<file path="src/rtl/tlb_pkg.sv">
package tlb_pkg;
    localparam int TLB_ENTRIES_DEF = 8;
    localparam int TLB_VPN_W_DEF   = 20;
    localparam int TLB_PPN_W_DEF   = 16;

    // how the target of a fill was chosen
    typedef enum logic [1:0] {
        FILL_NONE    = 2'd0,
        FILL_REWRITE = 2'd1,
        FILL_VICTIM  = 2'd2
    } fill_kind_e;
endpackage

</file>
<file path="src/rtl/tlb_cam.sv">
module tlb_cam #(
    parameter int ENTRIES = 8,
    parameter int VPN_W   = 20
) (
    input  logic               clk,
    input  logic               rst_n,
    input  logic [VPN_W-1:0]   lk_vpn,
    input  logic [VPN_W-1:0]   fl_vpn,
    input  logic [ENTRIES-1:0] wr_sel,
    input  logic               inv_all,
    output logic [ENTRIES-1:0] lk_match,
    output logic [ENTRIES-1:0] fl_match,
    output logic [ENTRIES-1:0] valid
);
    logic [VPN_W-1:0] tag_q [ENTRIES];

    // valid vector: a clear still keeps the entry written at the same edge
    always_ff @(posedge clk or negedge rst_n) begin
        if (!rst_n) begin
            valid <= '0;
        end else if (inv_all) begin
            valid <= wr_sel;
        end else begin
            valid <= valid | wr_sel;
        end
    end

    for (genvar i = 0; i < ENTRIES; i++) begin : g_ent
        always_ff @(posedge clk or negedge rst_n) begin
            if (!rst_n) begin
                tag_q[i] <= '0;
            end else if (wr_sel[i]) begin
                tag_q[i] <= fl_vpn;
            end
        end
        // two compare ports: one for translation, one for duplicate detection
        assign lk_match[i] = valid[i] && (tag_q[i] == lk_vpn);
        assign fl_match[i] = valid[i] && (tag_q[i] == fl_vpn);
    end
endmodule

</file>
<file path="src/rtl/tlb_ram.sv">
module tlb_ram #(
    parameter int ENTRIES = 8,
    parameter int PPN_W   = 16
) (
    input  logic               clk,
    input  logic               rst_n,
    input  logic [ENTRIES-1:0] wr_sel,
    input  logic [PPN_W-1:0]   wr_ppn,
    input  logic [ENTRIES-1:0] rd_sel,
    output logic [PPN_W-1:0]   rd_ppn
);
    logic [PPN_W-1:0] word_q [ENTRIES];

    for (genvar i = 0; i < ENTRIES; i++) begin : g_word
        always_ff @(posedge clk or negedge rst_n) begin
            if (!rst_n) begin
                word_q[i] <= '0;
            end else if (wr_sel[i]) begin
                word_q[i] <= wr_ppn;
            end
        end
    end

    // one-hot word select: AND-OR read, zero when no line is set
    always_comb begin
        rd_ppn = '0;
        for (int i = 0; i < ENTRIES; i++) begin
            rd_ppn = rd_ppn | (word_q[i] & {PPN_W{rd_sel[i]}});
        end
    end
endmodule

</file>
<file path="src/rtl/tlb_repl.sv">
module tlb_repl
    import tlb_pkg::*;
#(
    parameter int ENTRIES = 8,
    localparam int IDX_W  = (ENTRIES > 1) ? $clog2(ENTRIES) : 1
) (
    input  logic               clk,
    input  logic               rst_n,
    input  logic               fill_en,
    input  logic [ENTRIES-1:0] fl_match,
    output logic [ENTRIES-1:0] wr_sel,
    output logic [IDX_W-1:0]   ptr
);
    localparam logic [IDX_W-1:0] LAST = IDX_W'(ENTRIES - 1);

    fill_kind_e kind;

    always_comb begin
        unique case ({fill_en, |fl_match})
            2'b11:   kind = FILL_REWRITE;
            2'b10:   kind = FILL_VICTIM;
            default: kind = FILL_NONE;
        endcase
    end

    always_comb begin
        unique case (kind)
            FILL_REWRITE: wr_sel = fl_match;
            FILL_VICTIM:  wr_sel = ENTRIES'(1) << ptr;
            default:      wr_sel = '0;
        endcase
    end

    always_ff @(posedge clk or negedge rst_n) begin
        if (!rst_n) begin
            ptr <= '0;
        end else if (kind == FILL_VICTIM) begin
            ptr <= (ptr == LAST) ? '0 : ptr + 1'b1;
        end
    end
endmodule

</file>
<file path="src/rtl/tlb_fa.sv">
module tlb_fa
    import tlb_pkg::*;
#(
    parameter int ENTRIES = TLB_ENTRIES_DEF,
    parameter int VPN_W   = TLB_VPN_W_DEF,
    parameter int PPN_W   = TLB_PPN_W_DEF,
    localparam int IDX_W  = (ENTRIES > 1) ? $clog2(ENTRIES) : 1
) (
    input  logic             clk,
    input  logic             rst_n,
    input  logic [VPN_W-1:0] lk_vpn,
    output logic             lk_hit,
    output logic [PPN_W-1:0] lk_ppn,
    input  logic             fill_en,
    input  logic [VPN_W-1:0] fill_vpn,
    input  logic [PPN_W-1:0] fill_ppn,
    input  logic             inv_all
);
    logic [ENTRIES-1:0] lk_match;
    logic [ENTRIES-1:0] fl_match;
    logic [ENTRIES-1:0] valid;
    logic [ENTRIES-1:0] wr_sel;
    logic [IDX_W-1:0]   ptr;

    tlb_cam #(.ENTRIES(ENTRIES), .VPN_W(VPN_W)) u_cam (
        .clk      (clk),
        .rst_n    (rst_n),
        .lk_vpn   (lk_vpn),
        .fl_vpn   (fill_vpn),
        .wr_sel   (wr_sel),
        .inv_all  (inv_all),
        .lk_match (lk_match),
        .fl_match (fl_match),
        .valid    (valid)
    );

    tlb_ram #(.ENTRIES(ENTRIES), .PPN_W(PPN_W)) u_ram (
        .clk    (clk),
        .rst_n  (rst_n),
        .wr_sel (wr_sel),
        .wr_ppn (fill_ppn),
        .rd_sel (lk_match),
        .rd_ppn (lk_ppn)
    );

    tlb_repl #(.ENTRIES(ENTRIES)) u_repl (
        .clk      (clk),
        .rst_n    (rst_n),
        .fill_en  (fill_en),
        .fl_match (fl_match),
        .wr_sel   (wr_sel),
        .ptr      (ptr)
    );

    assign lk_hit = |lk_match;
endmodule

</file>
<file path="config.mk">
export PLATFORM = sky130hd
export DESIGN_NAME = tlb_fa
export DESIGN_NICKNAME = d
export VERILOG_FILES = /design/src/rtl/tlb_pkg.sv /design/src/rtl/tlb_cam.sv /design/src/rtl/tlb_ram.sv /design/src/rtl/tlb_repl.sv /design/src/rtl/tlb_fa.sv
export SDC_FILE = /design/constraint.sdc
export NUM_CORES = 1
export LEC_CHECK = 0
export BUFFER_PORTS_ARGS = -buffer_cell sky130_fd_sc_hd__buf_2
export CORE_ASPECT_RATIO = 0.5
export CORE_MARGIN = 4
export CORE_UTILIZATION = 60
export CTS_BUF_LIST = sky130_fd_sc_hd__clkbuf_4 sky130_fd_sc_hd__clkbuf_8
export CTS_CLUSTER_DIAMETER = 200
export DETAILED_ROUTE_END_ITERATION = 8
export PLACE_DENSITY = 0.78
export SYNTH_ARGS = -nofsm -noshare
export SYNTH_HDL_FRONTEND = slang
export SYNTH_SLANG_ARGS = --single-unit
</file>
<file path="constraint.sdc">
create_clock -name clk -period 6.15 [get_ports clk]
set_input_delay 0 -clock clk [delete_from_list [all_inputs] [get_ports clk]]
set_output_delay 0 -clock clk [all_outputs]
set_load 0.005 [all_outputs]
</file>
==> results of run 1 <==
## Yosys cell counts (all sizes together) (2+ instances only)
cell type,number
dfrtp,299
nor4,46
and3,2
a22oi,32
a221oi,16
xor2,115
and4,3
nand4,62
nor3,2
mux2i,81
clkbuf,45
a21o,7
mux2,208
inv,29
xnor2,205
a22o,16
o22ai,5
o21ai,86
nand2b,2
buf,49
nand2,3
nor2,2
ha,6
nand3,32
## layer usage
metal	part of all wire (%)	global-route usage (%)	wire [um]	vias up
met4	3.6	11.9	1800	0
met2	44	52.4	21900	583
met1	43	48.2	21500	6078
li1	-	-	-	4985
met5	0	0	0	-
met3	9.5	6.24	4730	123
## worst reg2reg max path, stage by stage, from the launching register on
cell and delay [ns]:
dfrtp_1 0.43, xor2_1 0.27, nor4_1 0.09, nand4_1 0.19, and4_1 0.36, nand4_2 0.15
buf_4 0.30, o22ai_4 0.88, buf_4 0.45, mux2_2 0.39
## cell type report
cell class / instances / area, sq um
clock buffers: 67 / 822
clock inverters: 7 / 72.6
fillers: 2010 / 8550
inverters: 29 / 109
multi-input cells: 938 / 8230
flip-flops and latches: 299 / 7480
well taps: 352 / 440
repair buffers: 119 / 778
## sequential cells by signal (all words and copies together), names as in the netlist
| name | count |
|---|---|
| u_cam.tag_q | 160 |
| u_cam.valid | 8 |
| u_ram.word_q | 128 |
| u_repl.ptr | 3 |
## stage by stage
step                      setup WS [ns]  std cells
after floorplan                    3.49       1360
after global routing               2.41       1811
after CTS                          2.55       1811
after detailed placement           2.55       1716
final                              2.51       1811
after global placement             2.53       1716
## placed cells by master, fill, tap and decap left out, types with 3 or more instances in the layout
cell           netlist  final
clkbuf_8             0     51
clkbuf_4             0     16
xnor2_1            205    205
nor4_1              44     37
o21ai_0             84     84
mux2i_1             81     81
buf_4               13     21
nand2_1              3      3
dlygate4sd3_1        0     21
nor4_2               1      7
clkinv_2             0      4
nand3_1             32     32
buf_2               33     75
a221oi_1            16     16
a21o_1               7      6
a22oi_1             32     32
a22o_1              16     16
ha_1                 6      6
nand4_1             60     60
o22ai_4              0      5
dfrtp_1            299    299
inv_1               29     29
xor2_1             115    115
mux2_2             179    179
mux2_1              29     29
## power by group through the flow
| stage | clock (mW) | combinational [mW] | sequential (mW) |
|---|---|---|---|
| final | 1.69 | 2.75 | 3.78 |
| after global routing | 1.80 | 2.98 | 3.88 |
| after CTS | 1.71 | 2.73 | 3.75 |
| after detailed placement | 0 | 2.70 | 3.78 |
| after global placement | 0 | 2.62 | 3.72 |
| after floorplan | 0 | 2.16 | 3.54 |
## final timing paths
path,start,slack [ns],end,cells after the start
setup / recovery,u_cam.tag_q[29],2.51,u_ram.word_q[92],9
hold / removal,fill_vpn[0],0.04,u_cam.tag_q[0],2
setup reg to reg,u_cam.tag_q[29],2.51,u_ram.word_q[92],9
hold reg to reg,u_ram.word_q[124],0.50,u_ram.word_q[124],1
max in group asynchronous,rst_n,4.53,u_ram.word_q[26],3
min in group asynchronous,rst_n,0.05,u_cam.tag_q[159],2
## timing repair
item                                   in CTS  in global routing
hold buffers                               21                  0
endpoints found under the hold margin     235                  0
buffers inserted                            0                  0
## cells by family after synthesis
kind of cell,count (synthesis)
XOR/XNOR,320
adder cells (fa/ha/maj),6
AO/OA/AOI/OAI,162
multiplexers,289
buffers and inverters,123
AND/OR/NAND/NOR,161
flip-flops,299
==> impl_metrics.py, run 1 <==
metrics = {
    "sta": {
        "max_freq_ghz": 0.275,
        "rsz0062_at_grt": "false",
        "hold_viol": 0,
        "holdWs_ns": 0.0383,
        "slew_headroom_pct": 16.6,
        "post-route-min-period_ns": 3.64,
        "worst_pin_slew_ns": 1.25,
        "slew_violations": 0,
        "skew_ns": 0.0221,
        "fin_tns_setup_ns": 0,
        "setup_viol": 0,
        "fin_crit_sh_pct": 59.2,
    },
    "synth": {
        "synth_nets": 1426,
        "syn_avg_cell_area_sq_um": 11.9,
        "yosysTopAreaCellShare_pct": 46.3,
        "synth_compound_area_share_pct": 6.53,
        "synth_cell_types": 41,
        "async_flop_share_pct": 100,
        "synthAdderAreaFrac_pct": 0.465,
        "ys_warn_count": 0,
        "ys_ff_latch": 299,
        "yosysTopAreaCell": "dfrtp_1",
        "syn-cell-area_sq_um": 16200,
        "ys.flop_type": "dfrtp_1",
        "synth-xor-area-share_pct": 17.3,
        "synth.area.top_cells": "dfrtp_1, mux2_2, xnor2_1",
        "synth_edf_count": 0,
        "muxShareOfSynthArea_pct": 19.5,
        "synth-simple-area-share_pct": 6.30,
        "synth_top_family_by_area": "multiplexers",
        "ys_seq_area_share_pct": 46.3,
        "synth_cells": 1360,
    },
    "routing": {
        "avgViaCountPerCell": 6.50,
        "dr_total_vias": 11769,
        "drt_iter0_markers": 1408,
        "ant_nets": 0,
        "drtPass1Iterations": 7,
        "drc": 0,
        "routed_wl_um": 49900,
        "wl_per_cell_um": 27.6,
    },
    "status": {
        "status": "finished clean",
    },
    "setup_path": {
        "crit_type": "reg2reg",
        "cp_max_fo": 42,
        "cpLargestDelayFamily": "compound AO/OA/AOI/OAI gates",
        "arrival_ns": 4.12,
        "cp-start-kind": "register",
        "worstPathRequired_ns": 6.63,
        "cp-end-kind": "register",
        "crit_top_cell": "buf_4",
        "path_cells": "xor2_1 -> nor4_1 -> nand4_1 -> and4_1 -> nand4_2 -> buf_4 -> o22ai_4 -> buf_4 -> mux2_2",
        "worst_path_largest_cell_delay_ns": 0.87,
        "worst-path-buf-inv": 2,
        "slowest_stage": "o22ai_4",
    },
    "cts": {
        "cts_tree": "built",
        "numClockSinks": 299,
        "clockBufferDepth": 3,
        "ctsResizeCount": 0,
        "clock_latency_ns": 0.60,
        "clkTransAtPathRegs_ns": 0.07,
        "clock-root-buffer": "clkbuf_8",
        "htree_num_levels": 2,
        "cts_buffers": 44,
    },
    "global_route": {
        "grt_max_degree": 122,
        "antenna_found_initial": 0,
        "grt_pass1_wl_um": 74400,
        "grtUsageTotal_pct": 33.7,
        "gr-total-overflow": 0,
        "grt_pass1_vias": 11962,
    },
    "job": {
        "maxCapViolCount": 0,
    },
    "power_and_ir_drop": {
        "swShare_pct": 35.8,
        "pwr-share-seq_pct": 46.0,
        "power_switching_mw": 2.94,
        "p_int_mw": 5.28,
        "finalPower_mw": 8.23,
        "combPwrFrac_pct": 33.4,
        "leakagePower_nw": 7.35,
        "vdd_ir_drop_max_uv": 229,
        "clkPwrFrac_pct": 20.6,
        "p_per_area_nw_per_um2": 459,
    },
    "cells_and_area": {
        "stdcell_area_sq_um": 17900,
        "layout.nets": 1497,
        "drive_gt1_share_pct": 25.6,
        "num_antenna_cells": 0,
        "final_util_pct": 67.7,
        "area_delta_synth_final_pct": 11.0,
    },
    "floorplanning": {
        "fp.coreArea_sq_um": 26500,
        "die-area_sq_um": 29800,
        "die_y_um": 124,
        "die_x_um": 240,
        "ios": 77,
        "start_util_pct": 61.0,
        "rows": 42,
    },
    "place": {
        "dp_hpwl_um": 31100,
        "port_buffers": 76,
        "dpl_cell_area_sq_um": 16800,
        "globalplace.congestion": 0.986,
    },
    "min_path": {
        "hold_class": "in2reg",
    },
}
Power figures use the tool's default switching activity.
==> inputs of run 2 (changes only) <==
- CORE_UTILIZATION: 60 -> 58
- PLACE_DENSITY: 0.78 -> 0.79
- clock period: 6.15 -> 3.2 ns (I/O delays scaled with it)
==> run 2 against run 1 <==
  * Sequential power up 92%
  * Sequential share of layout area fell by 0.81 points
  * Utilization is 0.26 points higher
  * Worst setup slack worse by 2.4 ns
  * Flip-flop and latch count did not move
==> impl_metrics.py, run 2 (synthesis gave the netlist of run 1 again) <==
metrics = {
    "global_route": {
        "grt_max_degree": 107,
        "gr-total-overflow": 0,
        "antenna_found_initial": 1,
        "grt_pass1_vias": 12271,
        "grt_pass1_wl_um": 75800,
        "grtUsageTotal_pct": 32.3,
    },
    "setup_path": {
        "r2r_cells": 9,
        "cp_max_fo": 22,
        "worst_path_largest_cell_delay_ns": 0.43,
        "crit_top_cell": "nand4_1",
        "cp-start-kind": "register",
        "slowest_stage": "nor4_1",
        "arrival_ns": 3.60,
        "rrSetupSlack_ns": 0.07,
        "path_cells": "xnor2_1 -> nand4_1 -> nor4_1 -> nand4_1 -> and4_1 -> nand4_1 -> o22ai_4 -> buf_12 -> mux2_2",
        "r2r-end": "u_ram.word_q[5]",
        "cp-end-kind": "register",
        "worstPathRequired_ns": 3.67,
        "crit_type": "reg2reg",
        "worstReg2RegStart": "u_cam.tag_q[149]",
    },
    "place": {
        "dp_hpwl_um": 32700,
        "dpl_worst_slack_ns": 0.130,
        "port_buffers": 76,
        "globalplace.congestion": 1.05,
    },
    "power_and_ir_drop": {
        "finalPower_mw": 16.1,
        "vdd_ir_drop_max_uv": 556,
        "leakagePower_nw": 7.51,
        "p_per_area_nw_per_um2": 881,
    },
    "floorplanning": {
        "die_x_um": 244,
        "rows": 42,
        "fp.coreArea_sq_um": 26900,
        "start_util_pct": 60.1,
        "die-area_sq_um": 30800,
        "ios": 77,
        "die_y_um": 126,
    },
    "sta": {
        "post-route-min-period_ns": 3.13,
        "fin_crit_sh_pct": 97.8,
        "fin_tns_setup_ns": 0,
        "max_freq_ghz": 0.320,
        "worst_pin_slew_ns": 1.03,
        "hold_viol": 0,
        "skew_ns": 0.0440,
        "setup_ws_ns": 0.0720,
        "setup_viol": 0,
        "rsz0062_at_grt": "false",
        "slew_headroom_pct": 31.3,
        "slew_violations": 0,
    },
    "cts": {
        "cts_tree": "built",
        "clockBufferDepth": 3,
        "clock_latency_ns": 0.60,
        "cts_buffers": 44,
        "numClockSinks": 299,
        "clock-root-buffer": "clkbuf_8",
        "htree_num_levels": 2,
        "clkTransAtPathRegs_ns": 0.07,
    },
    "cells_and_area": {
        "max_flop_register": "u_cam.tag_q",
        "area_delta_synth_final_pct": 13.2,
        "fillerInstances": 1996,
        "largest_reg_flops": 160,
        "reg_top3": "u_cam.tag_q x160, u_ram.word_q x128, u_cam.valid x8",
        "final_common_cell": "dfrtp_1",
        "layout_common_cells": "dfrtp_1, xnor2_1, mux2_2",
        "register_area_sq_um": 7480,
        "multi_input_area_sq_um": 8240,
        "drive_gt1_share_pct": 26.8,
        "layout.nets": 1524,
    },
    "min_path": {
        "hold_start": "fill_en",
        "hold_class": "in2reg",
        "holdPathStages": 4,
        "hold-path-endpoint": "u_cam.valid[0]",
    },
    "status": {
        "status": "finished clean",
    },
    "routing": {
        "avgViaCountPerCell": 6.36,
        "ant_nets": 0,
        "routed.top_layer": "met4",
        "drtPass1Iterations": 5,
        "routed_wl_um": 49300,
        "drt_iter0_markers": 1129,
        "met1Wirelength_um": 21200,
        "dr_total_vias": 11844,
        "drc": 0,
        "met3_length_um": 4290,
        "dr_wl_met2_um": 22100,
        "wl_per_cell_um": 26.5,
    },
    "job": {
        "maxCapViolCount": 0,
    },
}
run 2: cell types whose count changed in the layout (fill, tap and decap cells not counted), moves of 2 or more:
cell	before	now
clkbuf_4	16	13
inv_8	2	0
buf_12	1	7
buf_4	21	38
clkinvlp_4	0	2
dlygate4sd3_1	21	25
run 2: worst max-delay path by stage:
stage / startpoint / end / slack (ns) / cells after the start
after global placement: u_cam.tag_q[43] / u_ram.word_q[2] / 0.19 / 9
after CTS: u_cam.tag_q[134] / lk_ppn[6] / 0.007 / 10
after global routing: u_cam.tag_q[22] / u_cam.tag_q[117] / 0.008 / 9
after detailed placement: fill_vpn[16] / u_cam.tag_q[114] / 0.13 / 9
final: u_cam.tag_q[149] / u_ram.word_q[5] / 0.07 / 9
after floorplan: u_cam.tag_q[90] / u_cam.tag_q[140] / 0.54 / 8
run 2: per-stage QoR:
step	hold WS [ns]	util, %	instances	cell area (sq um)
3_5_place_dp	0.118	63.6	1761	17100
3_3_place_gp	0.109	63.6	1761	17100
5_1_grt	0.00113	68.0	1862	18300
2_1_floorplan	-0.296	-	1360	16200
4_1_cts	0.0000110	67.9	1861	18300
6_report	0.0202	68.0	1862	18300
run 2: report_power, final:
part	total [mW]	leakage [nW]	switching (mW)	internal (mW)
clock network	3.35	0.486	1.57	1.77
registers	7.26	3.67	1.66	5.60
logic	5.50	3.35	2.57	2.93
total	16.1	7.51	5.80	10.3
run 2: metal layers:
metal  global-route usage (%)  vias to the layer above
met3                     7.50                      120
li1                         -                     5043
met4                     11.4                        0
met1                     45.0                     6114
met5                        0                        -
met2                     50.3                      567
run 2: area by class of cell:
| class | count | area share, % |
|---|---|---|
| Multi-Input combinational cell | 938 | 45.0 |
| Tap cell | 374 | 2.56 |
| Clock inverter | 11 | 0.684 |
| Clock buffer | 64 | 4.37 |
| Sequential cell | 299 | 40.9 |
| Inverter | 29 | 0.595 |
| Antenna cell | 1 | 0.0137 |
| Timing Repair Buffer | 146 | 5.83 |
run 2: critical path, delay by kind of cell, from the launching register on:
kind,cells,cell delay [ns]
and+or+nand+nor,5,1.43
buffers and inverters,1,0.26
xor gates and xnor gates,1,0.31
AOI/OAI and AO/OA,1,0.28
muxes,1,0.28
DFF,1,0.42
run 2: repair_timing:
item	in CTS	in global routing
hold endpoints to repair	264	0
setup buffers	0	0
endpoints found under the setup margin	0	2
hold buffers	25	0
resized for setup	0	1
==> inputs of run 3 (changes only) <==
- HOLD_SLACK_MARGIN: unset -> 0.1
==> run 3 against run 2 <==
  * Clock skew is 0.0022 ns lower
  * Combinational power hardly changed
  * Critical path depth stayed put
==> impl_metrics.py, run 3 (synthesis gave the netlist of run 1 again) <==
metrics = {
    "status": {
        "status": "finished clean",
    },
    "power_and_ir_drop": {
        "p_int_mw": 10.3,
        "leakagePower_nw": 7.58,
        "p_per_area_nw_per_um2": 874,
        "finalPower_mw": 16.1,
        "vdd_ir_drop_max_uv": 557,
        "combPwrFrac_pct": 34.2,
        "power_switching_mw": 5.82,
        "pwr-share-seq_pct": 45.0,
        "clkPwrFrac_pct": 20.8,
        "swShare_pct": 36.1,
    },
    "routing": {
        "drc": 0,
        "dr_total_vias": 11908,
        "avgViaCountPerCell": 6.34,
        "drtPass1Iterations": 5,
        "drt_iter0_markers": 1163,
        "ant_nets": 0,
        "wl_per_cell_um": 26.5,
        "routed_wl_um": 49700,
    },
    "floorplanning": {
        "rows": 42,
        "ios": 77,
        "start_util_pct": 60.1,
        "fp.coreArea_sq_um": 26900,
        "die_y_um": 126,
        "die-area_sq_um": 30800,
        "die_x_um": 244,
    },
    "setup_path": {
        "crit_type": "reg2reg",
        "worstPathRequired_ns": 3.69,
        "cp-start-kind": "register",
        "rrSetupSlack_ns": 0.07,
        "arrival_ns": 3.62,
        "worstReg2RegStart": "u_cam.tag_q[42]",
        "cp_max_fo": 22,
        "r2r-end": "u_cam.tag_q[111]",
        "cp-end-kind": "register",
        "r2r_cells": 9,
    },
    "cells_and_area": {
        "drive_gt1_share_pct": 26.6,
        "layout_common_cells": "dfrtp_1, xnor2_1, mux2_2",
        "reg_top3": "u_cam.tag_q x160, u_ram.word_q x128, u_cam.valid x8",
        "area_delta_synth_final_pct": 14.3,
        "stdcell_count": 1878,
        "max_flop_register": "u_cam.tag_q",
        "register_area_sq_um": 7480,
        "largest_reg_flops": 160,
        "layout.nets": 1540,
        "final_common_cell": "dfrtp_1",
        "fillerInstances": 1972,
        "multi_input_area_sq_um": 8240,
    },
    "global_route": {
        "grtUsageTotal_pct": 32.6,
        "gr-total-overflow": 0,
        "grt_max_degree": 56,
        "grt_pass1_wl_um": 76400,
        "grt_pass1_vias": 12438,
        "antenna_found_initial": 1,
    },
    "min_path": {
        "holdPathStages": 3,
        "hold-path-endpoint": "u_ram.word_q[118]",
        "hold_start": "fill_ppn[6]",
        "hold_class": "in2reg",
    },
    "sta": {
        "worst_pin_slew_ns": 1.05,
        "holdWs_ns": 0.269,
        "setup_viol": 0,
        "rsz0062_at_grt": "false",
        "fin_tns_setup_ns": 0,
        "hold_viol": 0,
        "slew_headroom_pct": 30.2,
        "post-route-min-period_ns": 3.13,
        "skew_ns": 0.0418,
        "fin_crit_sh_pct": 97.8,
        "max_freq_ghz": 0.320,
        "slew_violations": 0,
    },
    "cts": {
        "numClockSinks": 299,
        "clock-root-buffer": "clkbuf_8",
        "clockBufferDepth": 3,
        "htree_num_levels": 2,
        "clkTransAtPathRegs_ns": 0.07,
        "cts_buffers": 44,
        "cts_tree": "built",
        "clock_latency_ns": 0.60,
    },
    "place": {
        "dp_hpwl_um": 32700,
        "placedCellCount": 1761,
        "globalplace.congestion": 1.05,
        "port_buffers": 76,
    },
    "job": {
        "maxCapViolCount": 0,
    },
}
-- run 3: changes by cell type in the layout (fill, tap and decap cells not counted), sizes merged --
cell / previous run / this run
buf: 121 / 122
dlygate4sd3: 25 / 40
-- run 3: what timing repair did --
item                                   CTS  global route
buffers inserted                         0             0
setup endpoints to repair                0             2
hold buffers                            41             0
endpoints found under the hold margin  430             0
gates resized for setup                  0             1
-- run 3: layout make-up --
| type | instances | area share [%] |
|---|---|---|
| Antenna cell | 1 | 0.0136 |
| Clock buffer | 64 | 4.33 |
| Clock inverter | 11 | 0.678 |
| Inverter | 29 | 0.590 |
| Multi-Input combinational cell | 938 | 44.6 |
| Sequential cell | 299 | 40.5 |
| Tap cell | 374 | 2.53 |
| Timing Repair Buffer | 162 | 6.74 |
-- run 3: power by group through the flow --
stage	sequential, mW	clock [mW]	combinational [mW]
6_report	7.26	3.35	5.53
5_1_grt	7.44	3.56	5.99
4_1_cts	7.20	3.38	5.49
3_5_place_dp	7.25	0	5.41
3_3_place_gp	7.13	0	5.24
2_1_floorplan	6.80	0	4.16
-- run 3: how the worst max path moves through the flow --
stage	startpoint	endpoint	slack [ns]	cells after the start
3_5_place_dp	fill_vpn[16]	u_cam.tag_q[114]	0.13	9
5_1_grt	u_cam.tag_q[22]	u_cam.tag_q[111]	0.01	9
2_1_floorplan	u_cam.tag_q[90]	u_cam.tag_q[140]	0.54	8
4_1_cts	u_cam.tag_q[134]	lk_ppn[6]	0.007	10
6_report	u_cam.tag_q[42]	u_cam.tag_q[111]	0.07	9
3_3_place_gp	u_cam.tag_q[43]	u_ram.word_q[2]	0.19	9
-- run 3: routing by layer --
layer / track usage, % / part of all wire (%) / vias to the layer above
met3: 8.18 / 8.8 / 147
met4: 12.5 / 4.0 / 0
met5: 0 / 0 / -
li1: - / - / 5071
met1: 44.9 / 43 / 6094
met2: 50.1 / 45 / 596
-- run 3: metrics by stage --
step | utilization, % | area, sq um | setup WS (ns)
6_report | 68.6 | 18500 | 0.0703
5_1_grt | 68.6 | 18500 | 0.0120
4_1_cts | 68.6 | 18500 | 0.00745
3_5_place_dp | 63.6 | 17100 | 0.130
3_3_place_gp | 63.6 | 17100 | 0.186
2_1_floorplan | - | 16200 | 0.544
-- run 3: critical path, cell delays in order, from the launching register on --
cell     delay (ns)
dfrtp_1        0.42
xnor2_1        0.16
nand4_1        0.16
nor4_1         0.09
nand4_1        0.20
and4_1         0.37
nand4_2        0.20
o22ai_4        0.82
buf_4          0.38
mux2i_1        0.21
